**src/rtl/gpio_mmio_pkg.sv**
```systemverilog
package gpio_mmio_pkg;

    localparam int ADDR_W = 3;

    typedef enum logic [ADDR_W-1:0] {
        SEL_LEVEL = 3'd0,
        SEL_SET   = 3'd1,
        SEL_CLR   = 3'd2,
        SEL_OUTEN = 3'd3,
        SEL_INEN  = 3'd4
    } reg_sel_e;

    typedef enum logic [1:0] {
        ACC_IDLE,
        ACC_WRITE,
        ACC_READ,
        ACC_WRITE_READ
    } acc_e;

    typedef enum logic [2:0] {
        OP_NONE,
        OP_LOAD,
        OP_SET,
        OP_CLEAR,
        OP_DIR_OUT,
        OP_DIR_IN
    } bank_op_e;

endpackage

```
**src/rtl/gpio_lane_map.sv**
```systemverilog
// Bus-order <-> line-order permutation. Both stages are reflections that
// commute, so the same instance type serves the write and the read path.
module gpio_lane_map #(
    parameter int WIDTH     = 32,
    parameter bit MIRROR    = 1'b0,
    parameter bit BYTE_SWAP = 1'b0
) (
    input  logic [WIDTH-1:0] vec_i,
    output logic [WIDTH-1:0] vec_o
);
    localparam int NB = WIDTH / 8;

    logic [WIDTH-1:0] swapped;

    for (genvar i = 0; i < WIDTH; i++) begin : g_swap
        if (BYTE_SWAP) begin : g_on
            assign swapped[i] = vec_i[(NB - 1 - i / 8) * 8 + (i % 8)];
        end else begin : g_off
            assign swapped[i] = vec_i[i];
        end
    end

    for (genvar j = 0; j < WIDTH; j++) begin : g_mirror
        if (MIRROR) begin : g_on
            assign vec_o[j] = swapped[WIDTH - 1 - j];
        end else begin : g_off
            assign vec_o[j] = swapped[j];
        end
    end
endmodule

```
**src/rtl/gpio_in_sync.sv**
```systemverilog
module gpio_in_sync #(
    parameter int WIDTH = 32
) (
    input  logic             clk,
    input  logic             rst_n,
    input  logic [WIDTH-1:0] raw_i,
    output logic [WIDTH-1:0] sync_o
);
    logic [WIDTH-1:0] meta_q;
    logic [WIDTH-1:0] stable_q;

    always_ff @(posedge clk or negedge rst_n) begin
        if (!rst_n) begin
            meta_q   <= '0;
            stable_q <= '0;
        end else begin
            meta_q   <= raw_i;
            stable_q <= meta_q;
        end
    end

    assign sync_o = stable_q;
endmodule

```
**src/rtl/gpio_bank_regs.sv**
```systemverilog
// Output latch and direction vector, both in line order.
module gpio_bank_regs
    import gpio_mmio_pkg::*;
#(
    parameter int WIDTH = 32
) (
    input  logic             clk,
    input  logic             rst_n,
    input  bank_op_e         op_i,
    input  logic [WIDTH-1:0] lines_i,
    output logic [WIDTH-1:0] latch_o,
    output logic [WIDTH-1:0] dir_o
);
    logic [WIDTH-1:0] latch_q, latch_d;
    logic [WIDTH-1:0] dir_q, dir_d;

    always_comb begin
        latch_d = latch_q;
        dir_d   = dir_q;
        unique case (op_i)
            OP_NONE:    ;
            OP_LOAD:    latch_d = lines_i;
            OP_SET:     latch_d = latch_q | lines_i;
            OP_CLEAR:   latch_d = latch_q & ~lines_i;
            OP_DIR_OUT: dir_d   = lines_i;
            OP_DIR_IN:  dir_d   = ~lines_i;
            default:    ;
        endcase
    end

    always_ff @(posedge clk or negedge rst_n) begin
        if (!rst_n) begin
            latch_q <= '0;
            dir_q   <= '0;
        end else begin
            latch_q <= latch_d;
            dir_q   <= dir_d;
        end
    end

    assign latch_o = latch_q;
    assign dir_o   = dir_q;
endmodule

```
**src/rtl/gpio_mmio_ctrl.sv**
```systemverilog
module gpio_mmio_ctrl
    import gpio_mmio_pkg::*;
#(
    parameter int WIDTH     = 32,
    parameter bit MIRROR    = 1'b0,
    parameter bit BYTE_SWAP = 1'b0
) (
    input  logic              clk,
    input  logic              rst_n,
    input  logic [ADDR_W-1:0] reg_addr,
    input  logic              reg_wr,
    input  logic [WIDTH-1:0]  reg_wdata,
    input  logic              reg_rd,
    output logic [WIDTH-1:0]  reg_rdata,
    input  logic [WIDTH-1:0]  pin_in,
    output logic [WIDTH-1:0]  pin_out,
    output logic [WIDTH-1:0]  pin_oe
);
    localparam bit WIDTH_OK = (WIDTH == 8) || (WIDTH == 16) ||
                              (WIDTH == 32) || (WIDTH == 64);
    localparam bit SWAP_OK  = !BYTE_SWAP || (WIDTH == 16) || (WIDTH == 32);

    if (!(WIDTH_OK && SWAP_OK)) begin : g_cfg_reject
        $error("gpio_mmio_ctrl: unsupported WIDTH/BYTE_SWAP combination");
    end

    logic [WIDTH-1:0] wr_lines;
    logic [WIDTH-1:0] rd_lines;
    logic [WIDTH-1:0] rd_bus;
    logic [WIDTH-1:0] latch;
    logic [WIDTH-1:0] dir;
    logic [WIDTH-1:0] pin_sync;
    logic [WIDTH-1:0] rdata_q;
    acc_e             acc;
    bank_op_e         op;

    gpio_lane_map #(.WIDTH(WIDTH), .MIRROR(MIRROR), .BYTE_SWAP(BYTE_SWAP)) u_wr_map (
        .vec_i (reg_wdata),
        .vec_o (wr_lines)
    );

    gpio_in_sync #(.WIDTH(WIDTH)) u_sync (
        .clk    (clk),
        .rst_n  (rst_n),
        .raw_i  (pin_in),
        .sync_o (pin_sync)
    );

    gpio_bank_regs #(.WIDTH(WIDTH)) u_bank (
        .clk     (clk),
        .rst_n   (rst_n),
        .op_i    (op),
        .lines_i (wr_lines),
        .latch_o (latch),
        .dir_o   (dir)
    );

    // Access kind of the current cycle.
    always_comb begin
        unique case ({reg_wr, reg_rd})
            2'b00:   acc = ACC_IDLE;
            2'b10:   acc = ACC_WRITE;
            2'b01:   acc = ACC_READ;
            default: acc = ACC_WRITE_READ;
        endcase
    end

    // Write decode into a bank operation.
    always_comb begin
        op = OP_NONE;
        if (acc == ACC_WRITE || acc == ACC_WRITE_READ) begin
            unique case (reg_addr)
                SEL_LEVEL: op = OP_LOAD;
                SEL_SET:   op = OP_SET;
                SEL_CLR:   op = OP_CLEAR;
                SEL_OUTEN: op = OP_DIR_OUT;
                SEL_INEN:  op = OP_DIR_IN;
                default:   op = OP_NONE;
            endcase
        end
    end

    // Read source, in line order, taken from pre-write state.
    always_comb begin
        unique case (reg_addr)
            SEL_LEVEL: rd_lines = (dir & latch) | (~dir & pin_sync);
            SEL_SET:   rd_lines = latch;
            SEL_CLR:   rd_lines = '0;
            SEL_OUTEN: rd_lines = dir;
            SEL_INEN:  rd_lines = ~dir;
            default:   rd_lines = '0;
        endcase
    end

    gpio_lane_map #(.WIDTH(WIDTH), .MIRROR(MIRROR), .BYTE_SWAP(BYTE_SWAP)) u_rd_map (
        .vec_i (rd_lines),
        .vec_o (rd_bus)
    );

    always_ff @(posedge clk or negedge rst_n) begin
        if (!rst_n) begin
            rdata_q <= '0;
        end else if (acc == ACC_READ || acc == ACC_WRITE_READ) begin
            rdata_q <= rd_bus;
        end
    end

    assign reg_rdata = rdata_q;
    assign pin_out   = latch;
    assign pin_oe    = dir;
endmodule

```
**config.mk**
```make
export PLATFORM = sky130hd
export DESIGN_NAME = gpio_mmio_ctrl
export DESIGN_NICKNAME = d
export VERILOG_FILES = /design/src/rtl/gpio_mmio_pkg.sv /design/src/rtl/gpio_lane_map.sv /design/src/rtl/gpio_in_sync.sv /design/src/rtl/gpio_bank_regs.sv /design/src/rtl/gpio_mmio_ctrl.sv
export SDC_FILE = /design/constraint.sdc
export NUM_CORES = 1
export LEC_CHECK = 0
export ABC_AREA = 1
export CAP_MARGIN = 15
export CORE_MARGIN = 4
export CORE_UTILIZATION = 45
export DETAILED_ROUTE_END_ITERATION = 10
export DONT_BUFFER_PORTS = 1
export HOLD_SLACK_MARGIN = 0.05
export PLACE_DENSITY = 0.61
export RECOVER_POWER = 100
export SLEW_MARGIN = 20
export SYNTH_ARGS = -nofsm -noshare
export SYNTH_HDL_FRONTEND = slang
export SYNTH_SLANG_ARGS = --single-unit
```
**constraint.sdc**
```tcl
create_clock -name clk -period 1.4 [get_ports clk]
set_input_delay 0.14 -clock clk [delete_from_list [all_inputs] [get_ports clk]]
set_output_delay 0.14 -clock clk [all_outputs]
set_load 0.1 [all_outputs]
```
==> flow_summary.json <==
{
  "core_area_sq_mm": 0.0153,
  "post-cts-setup-buffer-count": 0,
  "routedWlPerCell_um": 15.9,
  "avgSynthCellArea_sq_um": 7.66,
  "cts-htree-levels": 4,
  "violations": "hold timing",
  "critPathArrivalTime_ns": 1.20,
  "peakVddDrop_mv": 1.22,
  "leakagePower_nw": 4.97,
  "hold_viol_final": 160,
  "critical_path_class": "reg -> out",
  "io_pins": 167,
  "holdWs_ns": -0.581,
  "vias_per_cell": 4.89,
  "setup_viol": 0,
  "dp_hpwl_mm": 12.0,
  "skew_ns": 0.00802,
  "crit_cells": 1,
  "reg2reg_slack_ns": 0.31,
  "rows": 45,
  "ys_seq_area_share_pct": 56.4,
  "mostFrequentLayoutCells": "487 x nand2_1, 98 x dfrtp_1, 96 x nand3_1",
  "ys_warn_count": 0,
  "grt_pass1_wl_mm": 33.9,
  "multi_input_comb_area_sq_mm": 0.00275,
  "synth_ff_type": "dfrtp_1",
  "clock_latency_ns": 0.42,
  "relSlewSlack_pct": 21.6,
  "drc_errors": 0,
  "numCtsBuffers": 17,
  "cts_buffer_depth": 2,
  "drt_iter0_markers": 421,
  "drv_cap": 0,
  "clock.fmax_mhz": 748,
  "crit_path_end_kind": "output pin",
  "critPathTopFamily": "flip-flops",
  "die_y_um": 134,
  "crit_buf_inv": 1,
  "min_period_ns": 1.34,
  "start_util_pct": 46.4,
  "finalNetCount": 1163,
  "cts.sinks": 160,
  "timing.final.crit_share_pct": 95.5,
  "r2r_cells": 3,
  "area_delta_synth_final_pct": 35.5,
  "dieArea_sq_mm": 0.0179,
  "yosysTopAreaCell": "dfrtp_1",
  "cts-root-buf": "clkbuf_16",
  "setup_tns_ns": 0,
  "synth_area_leaders": "dfrtp_1 56%, nand2_1 26%, nand3_1 6.9%",
  "cp_slowest_stage_delay_ns": 0.43,
  "cts_tree": "yes",
  "grt_start_max_net_pins": 161,
  "hold_class": "in -> async",
  "nFillCells": 1331,
  "seq_area_sq_mm": 0.00408,
  "syn-cell-area_sq_mm": 0.00710,
  "drive_gt1_share_pct": 19.2,
  "antenna_found_initial": 0,
  "num_vias": 6434,
  "ys_ff_latch": 160,
  "ant_nets": 0,
  "syn_inst": 928,
  "worst_pin_slew_ns": 1.18,
  "synth_edf_count": 0,
  "io_buffers": 0,
  "grt_usage_pct": 24.4,
  "status": "finished with violations",
  "startpoint": "u_bank.dir_o[10]",
  "insertedDiodeCount": 0,
  "dieWidth_um": 134,
  "gp_congestion": 0.773,
  "cp.required_ns": 1.26,
  "cp_max_fo": 5,
  "pre_cts_ws_ns": 0.00419,
  "fin_ws_ns": 0.0625,
  "synthArstFlopShare_pct": 100,
  "synth.top_cell.area_share_pct": 56.4,
  "synth_cell_type_count": 14,
  "utilization_pct": 62.9,
  "rsz0062_at_grt": "no",
  "layout_commonest_cell": "nand2_1",
  "finalWirelength_mm": 20.9,
  "clk_pin_slew_worst_paths_ns": 0.06,
  "firstDrtPassIters": 5,
  "path_cells": "clkbuf_4",
  "setup.worst_path.end": "pin_oe[10]",
  "finalMaxSlewViolations": 0,
  "r2r_end": "u_bank.latch_o[4]",
  "overflow": 0,
  "cts_hold_buf": 80,
  "synth_nets": 999,
  "p_per_area_mw_per_mm2": 1860,
  "grt_pass1_vias": 6427,
  "critPathSlowestCell": "dfrtp_2",
  "worstReg2RegStart": "u_bank.latch_o[4]",
  "crit_path_start_kind": "register"
}
[how the worst min path moves through the flow]
stage | to | startpoint | slack [ns]
after global routing | u_sync.sync_o[10] | rst_n | -0.61
final | u_sync.sync_o[29] | rst_n | -0.58
after CTS | u_sync.meta_q[6] | rst_n | -0.60
after detailed placement | reg_rdata[28] | rst_n | -0.15
after global placement | u_sync.sync_o[28] | rst_n | -0.15
after floorplan | reg_rdata[0] | rst_n | -0.16
[where the power goes]
group / internal [mW] / switching, mW
clock network: 3.04 / 1.90
registers: 5.36 / 0.548
logic: 1.45 / 5.63
total: 9.84 / 8.08
[cells by family (layout without fill, tap and decap cells)]
group	after synthesis	count (layout)	synth area share, %
simple gates	612	612	34.2
buf+inv	102	278	5.62
flops	160	160	56.4
compound gates	54	54	3.80
[flip-flops by register name, indices dropped and copies added, names as in the netlist]
name / count
u_sync.sync_o: 32
u_bank.latch_o: 32
reg_rdata: 32
u_sync.meta_q: 32
u_bank.dir_o: 32
[cell usage after synthesis (2+ instances only)]
master / count
buf_2: 13
clkbuf_1: 28
buf_1: 3
o21ai_0: 32
nand3_1: 98
nor2_1: 22
nand2_1: 488
a21oi_1: 21
dfrtp_1: 160
inv_1: 58
nor3_1: 2
[area by class of cell]
class	count	share of cell area, %
Inverter	58	2.30
Sequential cell	160	42.4
Clock buffer	19	4.60
Timing Repair Buffer	189	17.5
Multi-Input combinational cell	666	28.6
Clock inverter	12	1.90
Tap cell	211	2.74
[per-stage QoR]
stage | instance area, sq um | power, mW | std cells
CTS | 9660 | 18.1 | 1315
global route | 9630 | 18.7 | 1315
floorplan | 7180 | 11.4 | 928
detailed placement | 8220 | 12.9 | 1204
finish | 9630 | 17.9 | 1315
global placement | 8220 | 12.9 | 1204
[metal layers]
metal	GRT usage (%)	wire length (um)
met5	0	0
met2	39.9	10000
met3	7.18	1590
met4	7.09	341
met1	31.7	8950
[what timing repair did]
action,in CTS,in global routing
hold endpoints to repair,288,160
gates resized for setup,0,3
endpoints found under the setup margin,0,29
Note: power is estimated with default switching activity, not from simulation.
